--- src/rtl/lb_pkg.sv ---
package lb_pkg;
    localparam int NUM_TESTS = 4;

    typedef enum logic [3:0] {
        A_LO1      = 4'd0,
        A_HI1      = 4'd1,
        A_LO2      = 4'd2,
        A_HI2      = 4'd3,
        A_PAT_LO1  = 4'd4,
        A_PAT_HI1  = 4'd5,
        A_PAT_LO2  = 4'd6,
        A_PAT_HI2  = 4'd7,
        A_PAT_PASS = 4'd8,
        A_ENABLE   = 4'd9,
        A_POLARITY = 4'd10,
        A_STB_CTL  = 4'd11,
        A_STB_LEN  = 4'd12
    } cfg_addr_e;

    typedef enum logic {
        ST_IDLE,
        ST_STROBE
    } stb_state_e;
endpackage

--- src/rtl/lb_regs.sv ---
module lb_regs
    import lb_pkg::*;
#(
    parameter int DW   = 16,
    parameter int NL   = 4,
    parameter int LENW = 8
) (
    input  logic                 clk,
    input  logic                 rst,
    input  logic                 we,
    input  logic [3:0]           addr,
    input  logic [DW-1:0]        wdata,
    output logic signed [DW-1:0] lim [NUM_TESTS],
    output logic [NL-1:0]        pat [NUM_TESTS],
    output logic [NL-1:0]        pass_pat,
    output logic [1:0]           en,
    output logic [NL-1:0]        pol,
    output logic                 stb_en,
    output logic [LENW-1:0]      stb_len
);
    for (genvar g = 0; g < NUM_TESTS; g++) begin : g_test
        localparam logic [3:0] LIM_A = 4'(int'(A_LO1) + g);
        localparam logic [3:0] PAT_A = 4'(int'(A_PAT_LO1) + g);

        always_ff @(posedge clk) begin
            if (rst) begin
                lim[g] <= '0;
                pat[g] <= '0;
            end else if (we) begin
                if (addr == LIM_A) lim[g] <= wdata;
                if (addr == PAT_A) pat[g] <= wdata[NL-1:0];
            end
        end
    end

    always_ff @(posedge clk) begin
        if (rst) begin
            pass_pat <= '0;
            en       <= '0;
            pol      <= '0;
            stb_en   <= 1'b0;
            stb_len  <= '0;
        end else if (we) begin
            unique case (addr)
                A_PAT_PASS: pass_pat <= wdata[NL-1:0];
                A_ENABLE:   en       <= wdata[1:0];
                A_POLARITY: pol      <= wdata[NL-1:0];
                A_STB_CTL:  stb_en   <= wdata[0];
                A_STB_LEN:  stb_len  <= wdata[LENW-1:0];
                default: ;
            endcase
        end
    end
endmodule

--- src/rtl/lb_eval.sv ---
module lb_eval
    import lb_pkg::*;
#(
    parameter int DW = 16,
    parameter int NL = 4
) (
    input  logic signed [DW-1:0] sample,
    input  logic signed [DW-1:0] lim [NUM_TESTS],
    input  logic [NL-1:0]        pat [NUM_TESTS],
    input  logic [NL-1:0]        pass_pat,
    input  logic [1:0]           en,
    output logic [NL-1:0]        sel_pat
);
    logic [NUM_TESTS-1:0] fail;

    for (genvar g = 0; g < NUM_TESTS; g++) begin : g_cmp
        if (g % 2 == 0) begin : g_lower
            assign fail[g] = en[g/2] && (sample < lim[g]);
        end else begin : g_upper
            assign fail[g] = en[g/2] && (sample > lim[g]);
        end
    end

    always_comb begin
        sel_pat = pass_pat;
        for (int i = NUM_TESTS - 1; i >= 0; i--) begin
            if (fail[i]) sel_pat = pat[i];
        end
    end
endmodule

--- src/rtl/lb_strobe.sv ---
module lb_strobe
    import lb_pkg::*;
#(
    parameter int LENW = 8
) (
    input  logic            clk,
    input  logic            rst,
    input  logic            trig,
    input  logic            enable,
    input  logic [LENW-1:0] len,
    output logic            active
);
    stb_state_e      state, state_nxt;
    logic [LENW-1:0] cnt, cnt_nxt;
    logic            arm;

    assign arm = trig && enable && (len != '0);

    always_ff @(posedge clk) begin
        if (rst) begin
            state <= ST_IDLE;
            cnt   <= '0;
        end else begin
            state <= state_nxt;
            cnt   <= cnt_nxt;
        end
    end

    always_comb begin
        state_nxt = state;
        cnt_nxt   = cnt;
        unique case (state)
            ST_IDLE: begin
                if (arm) begin
                    state_nxt = ST_STROBE;
                    cnt_nxt   = len;
                end
            end
            ST_STROBE: begin
                if (arm) begin
                    cnt_nxt = len;
                end else if (trig || cnt == LENW'(1)) begin
                    state_nxt = ST_IDLE;
                    cnt_nxt   = '0;
                end else begin
                    cnt_nxt = cnt - LENW'(1);
                end
            end
            default: begin
                state_nxt = ST_IDLE;
                cnt_nxt   = '0;
            end
        endcase
    end

    always_comb begin
        active = (state == ST_STROBE);
    end
endmodule

--- src/rtl/limit_binner.sv ---
module limit_binner
    import lb_pkg::*;
#(
    parameter int DW   = 16,
    parameter int NL   = 4,
    parameter int LENW = 8
) (
    input  logic                 clk,
    input  logic                 rst,
    input  logic                 meas_vld,
    input  logic signed [DW-1:0] meas_sample,
    input  logic                 cfg_we,
    input  logic [3:0]           cfg_addr,
    input  logic [DW-1:0]        cfg_wdata,
    output logic [NL-1:0]        bin_out
);
    logic signed [DW-1:0] lim [NUM_TESTS];
    logic [NL-1:0]        pat [NUM_TESTS];
    logic [NL-1:0]        pass_pat;
    logic [1:0]           en;
    logic [NL-1:0]        pol;
    logic                 stb_en;
    logic [LENW-1:0]      stb_len;
    logic [NL-1:0]        sel_pat;
    logic [NL-1:0]        pat_q;
    logic                 stb_active;
    logic [NL-1:0]        lines;

    lb_regs #(.DW(DW), .NL(NL), .LENW(LENW)) u_regs (
        .clk(clk), .rst(rst), .we(cfg_we), .addr(cfg_addr), .wdata(cfg_wdata),
        .lim(lim), .pat(pat), .pass_pat(pass_pat), .en(en), .pol(pol),
        .stb_en(stb_en), .stb_len(stb_len)
    );

    lb_eval #(.DW(DW), .NL(NL)) u_eval (
        .sample(meas_sample), .lim(lim), .pat(pat), .pass_pat(pass_pat),
        .en(en), .sel_pat(sel_pat)
    );

    lb_strobe #(.LENW(LENW)) u_stb (
        .clk(clk), .rst(rst), .trig(meas_vld), .enable(stb_en), .len(stb_len),
        .active(stb_active)
    );

    always_ff @(posedge clk) begin
        if (rst)           pat_q <= '0;
        else if (meas_vld) pat_q <= sel_pat;
    end

    always_comb begin
        lines = pat_q;
        if (stb_en) lines[NL-1] = stb_active;
        bin_out = lines ^ pol;
    end
endmodule

--- config.mk ---
export PLATFORM = sky130hd
export DESIGN_NAME = limit_binner
export DESIGN_NICKNAME = d
export VERILOG_FILES = /design/src/rtl/lb_pkg.sv /design/src/rtl/lb_regs.sv /design/src/rtl/lb_eval.sv /design/src/rtl/lb_strobe.sv /design/src/rtl/limit_binner.sv
export SDC_FILE = /design/constraint.sdc
export NUM_CORES = 1
export LEC_CHECK = 0
export CORE_AREA = 8 8 152 154
export CTS_CLUSTER_DIAMETER = 50
export DETAILED_ROUTE_END_ITERATION = 16
export DIE_AREA = 0 0 160 162
export HOLD_SLACK_MARGIN = 0.08
export SKIP_LAST_GASP = 1
export SLEW_MARGIN = 20
export SYNTH_ARGS = -nofsm -noshare
export SYNTH_HDL_FRONTEND = slang
export SYNTH_SLANG_ARGS = --single-unit
--- constraint.sdc ---
create_clock -name clk -period 2.2 [get_ports clk]
set_clock_uncertainty 0.15 [all_clocks]
set_input_delay 0.33 -clock clk [delete_from_list [all_inputs] [get_ports clk]]
set_output_delay 0.33 -clock clk [all_outputs]
set_load 0.03 [all_outputs]
# After elaboration in Yosys (flattened, before gate mapping)
# Cells that the tools add are included.
# totals
in_bits	40
regBits	112
out_inout_bits	4
word_cells	72
# op_classes
muxes	13
add_sub_neg	1
n_eq_ne	14
bitwise	2
n_reduce_logical	22
order_cmp	4
# op_table
operator	count
16-bit > comparator	2
16-bit < comparator	2
2-bit AND reduction	13
8-bit 2-to-1 mux	3
4-bit equality test (second input constant)	5
4-bit by 3-bit equality test with 1-bit output (second input constant)	4
4-bit 2-to-1 mux	4
8-bit one-hot mux with 2 select lines	1
4-bit by 2-bit equality test with 1-bit output (second input constant)	2
8-bit by 1-bit equality test with 1-bit output (second input constant)	1
8-bit nonzero test	1
8-bit by 1-bit subtractor with 8-bit output (second input constant)	1
1-bit logical AND	6
4-bit by 1-bit equality test with 1-bit output (second input constant)	1
4-bit zero test	1
1-bit 2-to-1 mux	4
4-bit bitwise XOR	1
2-bit by 1-bit != test with 1-bit output (second input constant)	1
1-bit one-hot mux with 2 select lines	1
1-bit logical OR	1
1-bit NOT	1

# Logic depth before layout (Yosys ltp)
# logic_depth
ltp_word	6
ltp_mapped	10
ltp_nobuf	10

# Cells and area by module
# A second synthesis with hierarchy kept.
# unflattened
hier_cells	702
hier_area_um2	6583.8
# by_module_without_submodules
mod	cells_each	seq_area_each_um2	area_per_inst_um2	instances
lb_regs	354	1981.9	3935.0	1
lb_eval	255	0.0	1824.2	1
lb_strobe	75	180.2	639.4	1
limit_binner	18	80.1	185.2	1

# Least setup slack after synthesis
# Ideal clock, no wire load.
# synth_timing
path_type	input-to-reg
from	input port meas_sample[6]
to	register pat_q[0]
required_time_ps	1910
cell_stages	9
n_path_buf	0
arrival_time_ps	2057
slack_ps	-147
setup_time_ps	140
cell_sequence	ha_1 -> and3_1 -> a221oi_2 -> o311ai_1 -> a41oi_2 -> mux2i_1 -> o2111ai_1 -> nand4_1 -> o311ai_1
# synth_between
elab_chain_cells	6
elab_cells_between_ends	12
cone_classes	4 x order compare; 4 x mux; 4 x reduce/logical
# synth_rtl
item	line_no	source
start, declared	limit_binner.sv:11	input logic signed [DW-1:0] meas_sample,
16-bit > comparator	lb_eval.sv:20	assign fail[g] = en[g/2] && (sample > lim[g]);
1-bit logical AND	lb_eval.sv:20	
4-bit 2-to-1 mux (3 in a row)	lb_eval.sv:27	if (fail[i]) sel_pat = pat[i];
4-bit 2-to-1 mux *	lb_eval.sv:27	
end signal, assigned	limit_binner.sv:47	else if (meas_vld) pat_q <= sel_pat;
end, declared	limit_binner.sv:25	logic [NL-1:0] pat_q;
# Every way passes the cells marked *; elsewhere a longest branch is shown, timed or not.
# A chain may end at the register's enable or synchronous reset.

# Worst setup path after layout
# layout_timing
from	input port meas_sample[2]
to	register pat_q[2]
# Same word-level chain as after synthesis.

==> impl_metrics.prom <==
# TYPE chip_impl_metric gauge
chip_impl_info{name="crit_type",value="in2reg"} 1
chip_impl_metric{name="timing.final.hold_violations",unit=""} 0
chip_impl_metric{name="initial_core_util",unit=""} 0.294
chip_impl_metric{name="clock_sink_count",unit=""} 112
chip_impl_metric{name="place.detailed.hpwl",unit="µm"} 12700
chip_impl_metric{name="synthesis.area",unit="mm²"} 0.00607
chip_impl_metric{name="number_of_enable_type_register_cells_in_the_synthesized_netlist",unit=""} 0
chip_impl_info{name="result_of_the_run",value="complete, but fails checks"} 1
chip_impl_info{name="cpMostUsedCell",value="and3_4"} 1
chip_impl_metric{name="cellPowerDensity",unit="mW/mm²"} 548
chip_impl_metric{name="vdd.ir_drop.worst",unit="mV"} 0.326
chip_impl_metric{name="synth_seq_area_share",unit=""} 0.369
chip_impl_metric{name="htreeDepth",unit=""} 3
chip_impl_metric{name="yosys.cell_types.count",unit=""} 52
chip_impl_metric{name="floorplan.core_area",unit="mm²"} 0.0207
chip_impl_metric{name="routed_wl_per_cell",unit="µm"} 15.3
chip_impl_metric{name="mappedNetlistNets",unit=""} 865
chip_impl_info{name="critPathSlowestCell",value="clkdlybuf4s50_1"} 1
chip_impl_metric{name="cp.required",unit="ps"} 2290
chip_impl_metric{name="grt_remaining_overflow",unit=""} 0
chip_impl_info{name="crit_path_end_kind",value="flop"} 1
chip_impl_metric{name="via_count",unit=""} 5369
chip_impl_metric{name="antenna_found_initial",unit=""} 0
chip_impl_metric{name="avgViaCountPerCell",unit=""} 4.79
chip_impl_info{name="clock_tree_from_tritoncts",value="built"} 1
chip_impl_metric{name="yosys_register_bits",unit=""} 112
chip_impl_metric{name="detail_route.drc_violations",unit=""} 0
chip_impl_metric{name="maxSlewHeadroom",unit=""} 0.572
chip_impl_info{name="ys.flop_type",value="dfxtp_1"} 1
chip_impl_info{name="reg2reg_from",value="u_regs.lim[23]$_SDFFE_PP0P_"} 1
chip_impl_info{name="min_path_type",value="in2reg"} 1
chip_impl_info{name="failing_checks",value="setup timing"} 1
chip_impl_metric{name="port-buffer-count",unit=""} 43
chip_impl_metric{name="setup-tns-final",unit="ps"} -1220
chip_impl_info{name="rsz0062_at_grt",value="yes"} 1
chip_impl_metric{name="num_rows",unit=""} 53
chip_impl_metric{name="num_antenna_cells",unit=""} 0
chip_impl_metric{name="clock_period_minus_final_worst_setup_slack",unit="ps"} 2540
chip_impl_metric{name="cts_inserted_buffers",unit=""} 9
chip_impl_metric{name="layout_worst_path_cycle_share",unit=""} 1.15
chip_impl_metric{name="grt_pass1_wl",unit="µm"} 28000
chip_impl_metric{name="ctsLongestPathBuffers",unit=""} 2
chip_impl_metric{name="final_layout_size_suffix_gt1_frac",unit=""} 0.142
chip_impl_metric{name="worst_slack",unit="ps"} -341
chip_impl_metric{name="place.gp.congestion",unit=""} 0.866
chip_impl_metric{name="track_usage",unit=""} 0.134
chip_impl_metric{name="clk_pin_slew_worst_paths",unit="ps"} 70
chip_impl_info{name="startpoint",value="meas_sample[2]"} 1
chip_impl_metric{name="syn_avg_cell_area",unit="µm²"} 7.98
chip_impl_metric{name="floorplan_die_width",unit="µm"} 160
chip_impl_metric{name="detail-route-antenna-nets",unit=""} 0
chip_impl_metric{name="cpPeakStageDelay",unit="ps"} 540
chip_impl_metric{name="timing.hold.ws",unit="ps"} 171
chip_impl_metric{name="max_slew.worst_pin.slew",unit="ps"} 640
chip_impl_metric{name="critical_path.max_fanout",unit=""} 4
chip_impl_info{name="final_common_cell",value="nand2_1"} 1
chip_impl_metric{name="drt_first_iter_violations",unit=""} 292
chip_impl_metric{name="area_added_between_synthesis_and_finish",unit="%"} 27.7
chip_impl_metric{name="async_reset_ff_frac",unit=""} 0
chip_impl_metric{name="cts_hold_repair_buffers",unit=""} 0
chip_impl_metric{name="num-fill-cells",unit=""} 2128
chip_impl_info{name="timing.hold.worst.start",value="rst"} 1
chip_impl_info{name="timing.critical_path.cells",value="clkdlybuf4s50_1, ha_1, a211o_1, nor4b_4, or3_4, and3_4, mux2i_1, and3_4, o31ai_2"} 1
chip_impl_metric{name="die_area",unit="mm²"} 0.0259
chip_impl_info{name="cts-root-buf",value="clkbuf_16"} 1
chip_impl_metric{name="timing.final.max_slew_violations",unit=""} 0
chip_impl_metric{name="die_height",unit="µm"} 162
chip_impl_metric{name="finalSetupViolCount",unit=""} 4
chip_impl_metric{name="synthesis.instances",unit=""} 761
chip_impl_metric{name="synth_warnings",unit=""} 0
chip_impl_info{name="worstSetupStartpointType",value="primary input"} 1
chip_impl_metric{name="io_pins",unit=""} 44
chip_impl_metric{name="drtPass1Iterations",unit=""} 5
chip_impl_metric{name="power",unit="mW"} 4.25
chip_impl_metric{name="grt_max_degree",unit=""} 59
chip_impl_metric{name="clock_insertion_delay_worst_skew",unit="ps"} 350
chip_impl_info{name="layout.cells.most_common_list",value="nand2_1, dfxtp_1, a21oi_1"} 1
chip_impl_metric{name="maxCapViolations",unit=""} 0
chip_impl_metric{name="grt_pass1_vias",unit=""} 5331
chip_impl_metric{name="cellLeakagePower",unit="nW"} 2.86
chip_impl_metric{name="fmax",unit="MHz"} 394
chip_impl_metric{name="place_ws",unit="ps"} -857
chip_impl_metric{name="wirelength",unit="µm"} 17100
chip_impl_metric{name="final_net_count",unit=""} 947
chip_impl_metric{name="critical_path_at",unit="ps"} 2640
==> worst max-delay path, delay by kind of cell <==
| kind | cells | cell delay, ps |
|---|---|---|
| AOI/OAI and AO/OA | 2 | 370 |
| adders and majority gates | 1 | 270 |
| buffers and inverters | 1 | 540 |
| muxes | 1 | 190 |
| and+or+nand+nor | 4 | 910 |
==> final timing paths <==
check / slack [ps] / endpoint / cells after the start
max: -340 / pat_q[2]$_SDFFE_PP0P_ / 9
min: 170 / u_regs.pol[1]$_SDFFE_PP0P_ / 2
max reg2reg: -330 / pat_q[2]$_SDFFE_PP0P_ / 10
min reg2reg: 310 / u_regs.lim[29]$_SDFFE_PP0P_ / 2
==> final cells by class <==
| class | instances | area [µm²] | area share |
|---|---|---|---|
| repair buffers | 106 | 993 | 0.128 |
| multi-input cells | 542 | 3620 | 0.466 |
| well taps | 275 | 344 | 0.0443 |
| inverters | 72 | 270 | 0.0348 |
| flip-flops and latches | 112 | 2250 | 0.289 |
| clock inverters | 3 | 42.5 | 0.00548 |
| clock buffers | 12 | 246 | 0.0318 |
==> repair_timing <==
action	CTS	global route
endpoints found under the hold margin	0	0
endpoints found under the setup margin	6	7
gates resized for setup	22	15
pin swaps	10	7
setup buffers	0	1
==> through the flow <==
| stage | area [µm²] | std cells | utilization |
|---|---|---|---|
| 2_1_floorplan | 6160 | 761 | - |
| 3_3_place_gp | 7380 | 1106 | 0.357 |
| 3_5_place_dp | 7380 | 1106 | 0.357 |
| 4_1_cts | 7680 | 1121 | 0.371 |
| 5_1_grt | 7760 | 1122 | 0.375 |
| 6_report | 7760 | 1122 | 0.375 |
==> layer usage <==
| layer | share of wire | wire length [µm] | GRT usage |
|---|---|---|---|
| met4 | 0.019 | 326 | 0.0476 |
| met2 | 0.49 | 8390 | 0.229 |
| met3 | 0.040 | 686 | 0.0283 |
| met5 | 0 | 0 | 0 |
| met1 | 0.45 | 7720 | 0.163 |
==> Yosys cell counts, drive strengths merged (5+ instances only) <==
cell type,n,area share
mux2i,35,0.058
nand2b,6,0.0062
nor2b,5,0.0051
nand2,144,0.089
nor3,9,0.0074
inv,72,0.044
o21ai,16,0.013
a21oi,97,0.080
nor2,62,0.038
ha,64,0.13
a211oi,5,0.0070
nand3,5,0.0041
nand4,18,0.019
nand3b,6,0.0074
a21o,7,0.0087
dfxtp,112,0.37
clkbuf,33,0.020
==> cell families (layout without fill, tap and decap cells) <==
group,Yosys count,after routing,synth area share
AOI/OAI and AO/OA,156,156,0.155
xor gates and xnor gates,5,5,0.00721
adders and majority gates,64,64,0.132
buffers and inverters,107,193,0.0663
DFF,112,112,0.369
muxes,36,36,0.0595
and+or+nand+nor,281,281,0.211
==> sequential cells by signal, summed over array words and instances (netlist names) <==
signal and count:
u_stb.active 1, u_regs.lim 64, u_regs.stb_en 1, u_regs.stb_len 8, u_regs.en 2, u_regs.pol 4
pat_q 4, u_stb.cnt 8, u_regs.pass_pat 4, u_regs.pat 16
==> power breakdown <==
group	internal [mW]	leakage [nW]	total (mW)	switching (mW)
registers	2.05	0.905	2.06	0.0145
clock network	0.908	0.139	1.64	0.733
logic	0.251	1.81	0.543	0.292
total	3.21	2.86	4.25	1.04
Power figures use the tool's default switching activity.
